==> src/rtl/fifo_lvl_pkg.sv <==
package fifo_lvl_pkg;
    localparam int CTRL_W     = 32;
    localparam int TX_EN_BIT  = 0;
    localparam int RX_EN_BIT  = 1;
    localparam int TX_THR_LSB = 8;
    localparam int RX_THR_LSB = 16;
    localparam int THR_SPAN   = 8;

    function automatic logic [CTRL_W-1:0] ctrl_mask(input int thr_w);
        logic [CTRL_W-1:0] m;
        m = '0;
        m[TX_EN_BIT] = 1'b1;
        m[RX_EN_BIT] = 1'b1;
        for (int i = 0; i < thr_w; i++) begin
            m[TX_THR_LSB+i] = 1'b1;
            m[RX_THR_LSB+i] = 1'b1;
        end
        return m;
    endfunction
endpackage

==> src/rtl/fifo_lvl_ctrl.sv <==
module fifo_lvl_ctrl
    import fifo_lvl_pkg::*;
#(
    parameter int THR_W = 4
) (
    input  logic              clk,
    input  logic              rst_n,
    input  logic              we,
    input  logic [CTRL_W-1:0] wdata,
    output logic [CTRL_W-1:0] rdata,
    output logic              tx_en,
    output logic              rx_en,
    output logic [THR_W-1:0]  tx_thr,
    output logic [THR_W-1:0]  rx_thr
);
    localparam logic [CTRL_W-1:0] MASK = ctrl_mask(THR_W);

    typedef struct packed {
        logic [CTRL_W-1:0] word;
    } state_t;

    state_t st_d, st_q;

    always_comb begin
        st_d = st_q;
        if (we) st_d.word = wdata & MASK;
    end

    always_ff @(posedge clk or negedge rst_n) begin
        if (!rst_n) st_q <= '0;
        else        st_q <= st_d;
    end

    assign rdata  = st_q.word;
    assign tx_en  = st_q.word[TX_EN_BIT];
    assign rx_en  = st_q.word[RX_EN_BIT];
    assign tx_thr = st_q.word[TX_THR_LSB +: THR_W];
    assign rx_thr = st_q.word[RX_THR_LSB +: THR_W];
endmodule

==> src/rtl/fifo_lvl_queue.sv <==
module fifo_lvl_queue #(
    parameter int DATA_W = 8,
    parameter int DEPTH  = 16,
    localparam int PTR_W = (DEPTH > 1) ? $clog2(DEPTH) : 1,
    localparam int CNT_W = $clog2(DEPTH + 1)
) (
    input  logic              clk,
    input  logic              rst_n,
    input  logic              push,
    input  logic [DATA_W-1:0] wdata,
    input  logic              pop,
    output logic [DATA_W-1:0] rdata,
    output logic [CNT_W-1:0]  count,
    output logic              push_ok,
    output logic              pop_ok,
    output logic              err
);
    typedef struct packed {
        logic [PTR_W-1:0] wptr;
        logic [PTR_W-1:0] rptr;
        logic [CNT_W-1:0] cnt;
        logic             err;
    } state_t;

    state_t st_d, st_q;
    logic [DATA_W-1:0] mem [DEPTH];
    logic full, empty;

    function automatic logic [PTR_W-1:0] bump(input logic [PTR_W-1:0] p);
        return (p == PTR_W'(DEPTH - 1)) ? '0 : p + 1'b1;
    endfunction

    assign full    = (st_q.cnt == CNT_W'(DEPTH));
    assign empty   = (st_q.cnt == '0);
    assign push_ok = push && !full;
    assign pop_ok  = pop && !empty;

    always_comb begin
        st_d     = st_q;
        st_d.err = (push && full) || (pop && empty);
        if (push_ok) st_d.wptr = bump(st_q.wptr);
        if (pop_ok)  st_d.rptr = bump(st_q.rptr);
        case ({push_ok, pop_ok})
            2'b10:   st_d.cnt = st_q.cnt + 1'b1;
            2'b01:   st_d.cnt = st_q.cnt - 1'b1;
            default: st_d.cnt = st_q.cnt;
        endcase
    end

    always_ff @(posedge clk or negedge rst_n) begin
        if (!rst_n) st_q <= '0;
        else        st_q <= st_d;
    end

    always_ff @(posedge clk) begin
        if (push_ok) mem[st_q.wptr] <= wdata;
    end

    assign rdata = mem[st_q.rptr];
    assign count = st_q.cnt;
    assign err   = st_q.err;
endmodule

==> src/rtl/fifo_lvl_eval.sv <==
module fifo_lvl_eval #(
    parameter int DEPTH  = 16,
    localparam int THR_W = $clog2(DEPTH),
    localparam int CNT_W = $clog2(DEPTH + 1)
) (
    input  logic             clk,
    input  logic             rst_n,
    input  logic             tx_en,
    input  logic             rx_en,
    input  logic [THR_W-1:0] tx_thr,
    input  logic [THR_W-1:0] rx_thr,
    input  logic [CNT_W-1:0] tx_count,
    input  logic [CNT_W-1:0] rx_count,
    input  logic             rx_push_ok,
    input  logic             rx_pop_ok,
    output logic             tx_trig,
    output logic             rx_trig
);
    typedef struct packed {
        logic rx_hit;
    } state_t;

    state_t st_d, st_q;
    logic [CNT_W:0] rx_next;
    logic [CNT_W:0] rx_mark;

    always_comb begin
        st_d    = st_q;
        rx_next = {1'b0, rx_count} + (CNT_W+1)'(rx_push_ok) - (CNT_W+1)'(rx_pop_ok);
        rx_mark = (CNT_W+1)'(rx_thr) + 1'b1;
        if (!rx_en)                           st_d.rx_hit = 1'b0;
        else if (rx_push_ok)                  st_d.rx_hit = (rx_next >= rx_mark);
        else if (rx_pop_ok && rx_next < rx_mark) st_d.rx_hit = 1'b0;
    end

    always_ff @(posedge clk or negedge rst_n) begin
        if (!rst_n) st_q <= '0;
        else        st_q <= st_d;
    end

    assign tx_trig = tx_en && (tx_count <= CNT_W'(tx_thr));
    assign rx_trig = st_q.rx_hit;
endmodule

==> src/rtl/fifo_lvl_trig.sv <==
module fifo_lvl_trig
    import fifo_lvl_pkg::*;
#(
    parameter int DATA_W = 8,
    parameter int DEPTH  = 16,
    localparam int THR_W = $clog2(DEPTH),
    localparam int CNT_W = $clog2(DEPTH + 1)
) (
    input  logic              clk,
    input  logic              rst_n,
    input  logic              reg_we,
    input  logic [31:0]       reg_wdata,
    output logic [31:0]       reg_rdata,
    input  logic [1:0]        irq_en,
    input  logic [1:0]        dma_en,
    input  logic              tx_push,
    input  logic [DATA_W-1:0] tx_wdata,
    input  logic              tx_pop,
    output logic [DATA_W-1:0] tx_rdata,
    output logic [CNT_W-1:0]  tx_count,
    output logic              tx_err,
    input  logic              rx_push,
    input  logic [DATA_W-1:0] rx_wdata,
    input  logic              rx_pop,
    output logic [DATA_W-1:0] rx_rdata,
    output logic [CNT_W-1:0]  rx_count,
    output logic              rx_err,
    output logic              tx_trig,
    output logic              rx_trig,
    output logic              irq,
    output logic              dma_tx_req,
    output logic              dma_rx_req
);
    logic tx_en, rx_en;
    logic [THR_W-1:0] tx_thr, rx_thr;
    logic tx_push_ok, tx_pop_ok, rx_push_ok, rx_pop_ok;

    fifo_lvl_ctrl #(.THR_W(THR_W)) u_ctrl (
        .clk(clk), .rst_n(rst_n), .we(reg_we), .wdata(reg_wdata),
        .rdata(reg_rdata), .tx_en(tx_en), .rx_en(rx_en),
        .tx_thr(tx_thr), .rx_thr(rx_thr)
    );

    fifo_lvl_queue #(.DATA_W(DATA_W), .DEPTH(DEPTH)) u_txq (
        .clk(clk), .rst_n(rst_n), .push(tx_push), .wdata(tx_wdata),
        .pop(tx_pop), .rdata(tx_rdata), .count(tx_count),
        .push_ok(tx_push_ok), .pop_ok(tx_pop_ok), .err(tx_err)
    );

    fifo_lvl_queue #(.DATA_W(DATA_W), .DEPTH(DEPTH)) u_rxq (
        .clk(clk), .rst_n(rst_n), .push(rx_push), .wdata(rx_wdata),
        .pop(rx_pop), .rdata(rx_rdata), .count(rx_count),
        .push_ok(rx_push_ok), .pop_ok(rx_pop_ok), .err(rx_err)
    );

    fifo_lvl_eval #(.DEPTH(DEPTH)) u_eval (
        .clk(clk), .rst_n(rst_n), .tx_en(tx_en), .rx_en(rx_en),
        .tx_thr(tx_thr), .rx_thr(rx_thr), .tx_count(tx_count),
        .rx_count(rx_count), .rx_push_ok(rx_push_ok), .rx_pop_ok(rx_pop_ok),
        .tx_trig(tx_trig), .rx_trig(rx_trig)
    );

    assign irq        = (tx_trig && irq_en[0]) || (rx_trig && irq_en[1]);
    assign dma_tx_req = tx_trig && dma_en[0];
    assign dma_rx_req = rx_trig && dma_en[1];
endmodule

==> config.mk <==
export PLATFORM = sky130hd
export DESIGN_NAME = fifo_lvl_trig
export DESIGN_NICKNAME = d
export VERILOG_FILES = /design/src/rtl/fifo_lvl_pkg.sv /design/src/rtl/fifo_lvl_ctrl.sv /design/src/rtl/fifo_lvl_queue.sv /design/src/rtl/fifo_lvl_eval.sv /design/src/rtl/fifo_lvl_trig.sv
export SDC_FILE = /design/constraint.sdc
export NUM_CORES = 1
export LEC_CHECK = 0
export ABC_AREA = 1
export BUFFER_PORTS_ARGS = -buffer_cell sky130_fd_sc_hd__buf_2
export CAP_MARGIN = 10
export CORE_ASPECT_RATIO = 1.4
export CORE_UTILIZATION = 45
export DETAILED_ROUTE_END_ITERATION = 6
export GPL_TIMING_DRIVEN = 1
export HOLD_SLACK_MARGIN = 0.02
export PLACE_DENSITY_LB_ADDON = 0.3
export SYNTH_ARGS = -nofsm -noshare
export SYNTH_HDL_FRONTEND = slang
export SYNTH_SLANG_ARGS = --single-unit
==> constraint.sdc <==
create_clock -name clk -period 6.15 [get_ports clk]
set_input_delay 0.615 -clock clk [delete_from_list [all_inputs] [get_ports clk]]
set_output_delay 0.615 -clock clk [all_outputs]
set_load 0.05 [all_outputs]
Word-level counts from Yosys, hierarchy flattened
Memory sizes are Yosys's and may differ from the RTL's.
Index checks and enable logic that the tools add are counted.

word-level totals
  register bits after elaboration = 39
  bits in writable memories = 256
  word-level logic and storage cells = 75
  memories = 2

memories
  name       words  bits a word  rd ports  clocked after memory_dff  write ports  RTL line              RTL
  u_rxq.mem  16     8            1         0                         1            fifo_lvl_queue.sv:26  logic [DATA_W-1:0] mem [DEPTH];
  u_txq.mem  16     8            1         0                         1            fifo_lvl_queue.sv:26

cells by class
  add/sub/neg operators = 11
  order comparisons = 3
  eq/ne operators = 11
  muxes and demuxes = 13
  reductions and logical operators = 25

operator list
  kind                   count
  $pmux W5 S2            2
  $add A4 B1 Y4 const B  4
  $eq A4 B4 Y1 const B   4
  $mux W4                4
  $logic_and A1 B1 Y1    14
  $add A5 B1 Y5 const B  2
  $eq A5 B5 Y1 const B   2
  $logic_not A5 Y1       2
  $sub A5 B1 Y5 const B  2
  $mux W1                7
  $add A5 B1 Y6          1
  $ge A6 B6 Y1           1
  $lt A6 B6 Y1           1
  $sub A6 B1 Y6          1
  $add A4 B1 Y5 const B  1
  $le A5 B4 Y1           1
  $eq A2 B1 Y1 const B   2
  $eq A2 B2 Y1 const B   2
  $logic_not A1 Y1       4
  $reduce_bool A2 Y1     2
  $logic_or A1 B1 Y1     3
  $ne A3 B1 Y1 const B   1

Logic depth before layout (Yosys ltp)
  depth after elaboration = 10
  depth in mapped cells = 21
  gate-level depth less buffers = 21

Cells and area by module
From an unflattened synthesis, not the netlist that was laid out.

second synthesis, totals
  cell total of the unflattened synthesis = 1300
  area, all modules = 13548.0 µm²

modules (own cells, without submodules)
  module          instances  cells an instance  area each (µm²)
  fifo_lvl_queue  2          568                6159.7
  fifo_lvl_ctrl   1          75                 621.8
  fifo_lvl_eval   1          82                 580.6
  fifo_lvl_trig   1          7                  26.3

Worst setup path after synthesis
OpenSTA, ideal clock, no wires.

  path type = reg-to-output
  start = register u_ctrl.st_q (netlist bit u_ctrl.rdata[11])
  end = output port irq
  arrival = 2477 ps
  data required time = 5535 ps
  setup slack = 3058 ps
  cell stages (with the launch flop) = 8
  cells stage by stage = dfrtp_1 > inv_1 > ha_1 > a21oi_1 > o21ai_0 > nand2_1 > nand3_1 > o21ai_0

on the way
  word-level cells in the longest chain between the ends = 4

RTL lines
  what                    RTL line             RTL
  from (decl)             fifo_lvl_ctrl.sv:22  state_t st_d, st_q;
  from (signal assigned)  fifo_lvl_ctrl.sv:31  else st_q <= st_d;
  $le A5 B4 Y1            fifo_lvl_eval.sv:41  assign tx_trig = tx_en && (tx_count <= CNT_W'(tx_thr));
  $logic_and A1 B1 Y1     fifo_lvl_eval.sv:41
  $logic_and A1 B1 Y1     fifo_lvl_trig.sv:63  assign irq = (tx_trig && irq_en[0]) || (rx_trig && irq_en[1]);
  $logic_or A1 B1 Y1      fifo_lvl_trig.sv:63
  to (decl)               fifo_lvl_trig.sv:30  output logic irq,

No other way between the ends.

Worst setup path after layout
  start = register u_rxq.st_q (netlist bit u_rxq.count[3])
  end = register u_eval.st_q (netlist: u_eval.rx_trig)

on the way
  word-level cells in the longest chain between the ends = 8
  elaborated cells on any way between the ends = 14
  those cells by class = add/sub: 2; order compare: 2; eq/ne: 2; mux: 2; reduce/logical: 6

RTL lines
  what                                                             RTL line                                  RTL
  from (decl)                                                      fifo_lvl_queue.sv:25                      state_t st_d, st_q;
  from (signal assigned)                                           fifo_lvl_queue.sv:52                      else st_q <= st_d;
  $eq A5 B5 Y1                                                     fifo_lvl_queue.sv:33                      assign full = (st_q.cnt == CNT_W'(DEPTH));
  $logic_not A1 Y1                                                 fifo_lvl_queue.sv:35                      assign push_ok = push && !full;
  $logic_and A1 B1 Y1                                              fifo_lvl_queue.sv:35
  $add A5 B1 Y6                                                    fifo_lvl_eval.sv:29                       rx_next = {1'b0, rx_count} + (CNT_W+1)'(rx_push_ok) - (CNT_W+1)'(rx_pop_ok);
  $sub A6 B1 Y6                                                    fifo_lvl_eval.sv:29
  $lt A6 B6 Y1 / $ge A6 B6 Y1 (equally long branches)              fifo_lvl_eval.sv:33, fifo_lvl_eval.sv:32
  $logic_and A1 B1 Y1 / $mux W1 (equally long branches)            fifo_lvl_eval.sv:33, fifo_lvl_eval.sv:32
  $ne A3 B1 Y1 (no source line) / $mux W1 (equally long branches)  n/a
  to (signal assigned)                                             fifo_lvl_eval.sv:38                       else st_q <= st_d;
  to (decl)                                                        fifo_lvl_eval.sv:23                       state_t st_d, st_q;

Parallel ways exist; a longest one is shown, timed or not.
A chain may end at the register's enable or synchronous reset.

==> results_dict.tcl <==
set metrics [dict create \
    synth-adder-area-share_pct 3.72 \
    gr-total-overflow 0 \
    grt_pass1_wl_um 42900 \
    routed_via_density 5.30 \
    die_h_um 204 \
    antenna_found_initial 0 \
    gp_congestion 0.850 \
    status "finished clean" \
    core_um2 28500 \
    yosysTopAreaCell "edfxtp_1" \
    area_delta_synth_final_pct 10.1 \
    synth_seq_cells 295 \
    grt_start_max_net_pins 68 \
    synth_top_family_by_area "simple AND/OR/NAND/NOR gates" \
    power.leakage_nw 5.30 \
    synthCells 1108 \
    cp_slowest_cell "dfrtp_1" \
    dp_hpwl_um 17100 \
    synth_mux_area_share_pct 0.517 \
    grt.total_usage_pct 18.6 \
    synthArstFlopShare_pct 13.2 \
    htree_levels 1 \
    fillCellCount 2539 \
    worst_pin_slew_ps 1070 \
    num_vias 8253 \
    r2r-end "u_eval.rx_trig$_DFFE_PN0P_" \
    cts_root_buffer "clkbuf_16" \
    cts_setup_buffers 0 \
    synth_area_leaders "edfxtp_1, dfrtp_1, nor2_1" \
    ys_types 37 \
    hold_buffers 0 \
    core.rowCount 73 \
    first_pass_iters 5 \
    synth_warnings 0 \
    grt_pass1_vias 7996 \
    synth_edf_count 256 \
    reg2reg_from "u_rxq.count[3]$_DFFE_PN0N_" \
    cts_resized 0 \
    timing.setup.tns_ps 0 \
    place_area_um2 13500 \
    tritoncts "done" \
    ys_seq_area_share_pct 66.4 \
    preCtsSetupSlack_ps 2710 \
    cts_buffer_depth 3 \
    clock.fmax_mhz 292 \
    setup-violations-final 0 \
    ir_worst_vdd_mv 0.557 \
    worst-r2r-setup-slack_ps 2720 \
    crit_path_max_incr_delay_ps 440 \
    start_util_pct 45.8 \
    drc 0 \
    num_io_pins 124 \
    port_buffers 79 \
    avgSynthCellArea_um2 11.8 \
    synthSimpleGateAreaFrac_pct 12.0 \
    ant_nets 0 \
    p_per_area_nw_per_um2 504 \
    layout_min_cycle_time_ps 3430 \
    crit_path_start_kind "register" \
    synth_compound_area_share_pct 10.1 \
    rr_worst_depth 18 \
    die_w_um 146 \
    hold_violations 0 \
    slew_headroom_pct 28.6 \
    min_period_over_period_pct 55.7 \
    crit_fanout 6 \
    path_class "register to register" \
    synth_top_area_share_pct 58.9 \
    clk_latency_ps 550 \
    clkTransAtPathRegs_ps 60 \
    synth_area_um2 13100 \
    required_ps 6590 \
    antennaDiodeCount 0 \
    drv_slew 0 \
    crit_chain "inv_1, ha_1, nand3_2, nand2_2, ha_1, inv_1, ha_1, fa_1, a21oi_1, o21bai_1, xor2_1, ha_1, nand4_1, nand2_1, nand2_1, nand2_1, nor2_1, nor2_1" \
    layout_setup_ws_ps 2720 \
    cts_buffers 28 \
    wl_um 27500 \
    drive_gt1_share_pct 12.8 \
    synthFlopType "edfxtp_1" \
    stdcell_area_um2 14400 \
    critPathCaptureType "register" \
    die_area_um2 29700 \
    layout.nets 1257 \
    clock_skew_ps 13.5 \
    first_iter_violations 652 \
    rsz0062_at_grt "no" \
    maxCapViolCount 0 \
    arrival_ps 3870 \
    synth_xor_area_share_pct 1.14 \
    min_path_type "input pin to async pin" \
    wl_per_cell_um 17.7 \
    cts.sinks 295 \
    crit_top_cell "ha_1" \
]
## cell usage after synthesis, types with 4 or more instances
cell type / instances
inv_1: 48
clkbuf_1: 15
o22ai_1: 33
buf_4: 38
o211ai_1: 32
nand2_2: 4
xnor2_1: 5
dfrtp_1: 39
buf_6: 13
xor2_1: 12
o21ai_1: 26
inv_2: 6
nand2_1: 106
mux2_2: 6
nand3_1: 49
buf_2: 13
a21oi_1: 11
edfxtp_1: 256
nor2_1: 202
ha_1: 34
o21ai_0: 128
nand4_1: 4
nand2_4: 5
## routing by layer
metal	share of wire, %	global-route usage (%)
met1	40	22.2
met2	53	34.3
met3	4.6	2.37
met4	2.8	6.73
met5	0	0
## placed cells by master, fill, tap and decap left out, types with 12 or more instances in the layout
| master | netlist | layout |
|---|---|---|
| xor2_1 | 12 | 12 |
| nand3_1 | 49 | 49 |
| o211ai_1 | 32 | 32 |
| inv_1 | 48 | 48 |
| edfxtp_1 | 256 | 256 |
| o22ai_1 | 33 | 33 |
| nand2_1 | 106 | 106 |
| buf_2 | 13 | 79 |
| ha_1 | 34 | 34 |
| dfrtp_1 | 39 | 36 |
| o21ai_0 | 128 | 128 |
| nor2_1 | 202 | 202 |
| o21ai_1 | 26 | 26 |
| clkbuf_16 | 0 | 29 |
| conb_1 | 1 | 22 |
## worst max path at each step
stage / slack (ps) / from / endpoint
floorplan: 3060 / u_ctrl.rdata[11]$_DFFE_PN0P_ / irq
global placement: 2740 / u_rxq.count[2]$_DFFE_PN0N_ / u_eval.rx_trig$_DFFE_PN0P_
detailed placement: 2710 / u_rxq.count[3]$_DFFE_PN0N_ / u_eval.rx_trig$_DFFE_PN0P_
CTS: 2700 / u_rxq.count[3]$_DFFE_PN0N_ / u_eval.rx_trig$_DFFE_PN0P_
global route: 2480 / u_rxq.st_q[6]$_DFFE_PN0P_ / rx_rdata[3]
finish: 2720 / u_rxq.count[3]$_DFFE_PN0N_ / u_eval.rx_trig$_DFFE_PN0P_
## state kept, by name, indices dropped and copies added, names as in the netlist
register / count
u_txq.st_q: 8
u_txq.err: 1
u_ctrl.rdata: 10
u_eval.rx_trig: 1
u_rxq.count: 5
u_txq.mem: 128
u_txq.count: 5
u_rxq.mem: 128
u_rxq.err: 1
u_rxq.st_q: 8
## layout make-up
| type | count | area [um2] | share of cell area (%) |
|---|---|---|---|
| clock buffers | 35 | 748 | 5.21 |
| clock inverters | 16 | 164 | 1.14 |
| inverters | 59 | 229 | 1.59 |
| multi-input cells | 695 | 3670 | 25.6 |
| flip-flops and latches | 295 | 8670 | 60.3 |
| well taps | 375 | 469 | 3.27 |
| repair buffers | 82 | 418 | 2.91 |
## worst max-delay path: cells and delay by family (launching register included)
family          cells  cell delay, ps
buf+inv             2             230
xor+xnor            1             150
fa+ha+maj           5            1630
compound gates      2             220
simple gates        8             650
flops               1             440
## through the flow
stage                     hold slack (ps)  util (%)  std cells  power [mW]
final                                 191      50.4       1557        7.25
after floorplan                       319         -       1129        4.97
after global placement                519      47.2       1506        5.53
after detailed placement              524      47.2       1506        5.57
after global routing                  264      50.4       1557        7.67
after CTS                             216      50.4       1557        7.30
## cells by family after synthesis
kind of cell | count (synthesis)
AND/OR/NAND/NOR | 376
flip-flops | 295
AO/OA/AOI/OAI | 237
buffers and inverters | 139
adder cells (fa/ha/maj) | 37
XOR/XNOR | 17
multiplexers | 6
other | 1
## report_power, final
| part | internal [mW] | total [mW] | leakage [nW] | switching (mW) |
|---|---|---|---|---|
| clock | 0.990 | 1.72 | 0.443 | 0.732 |
| sequential | 2.43 | 2.66 | 2.78 | 0.223 |
| combinational | 0.791 | 2.87 | 2.07 | 2.08 |
| total | 4.21 | 7.25 | 5.30 | 3.03 |
Power figures use the tool's default switching activity.
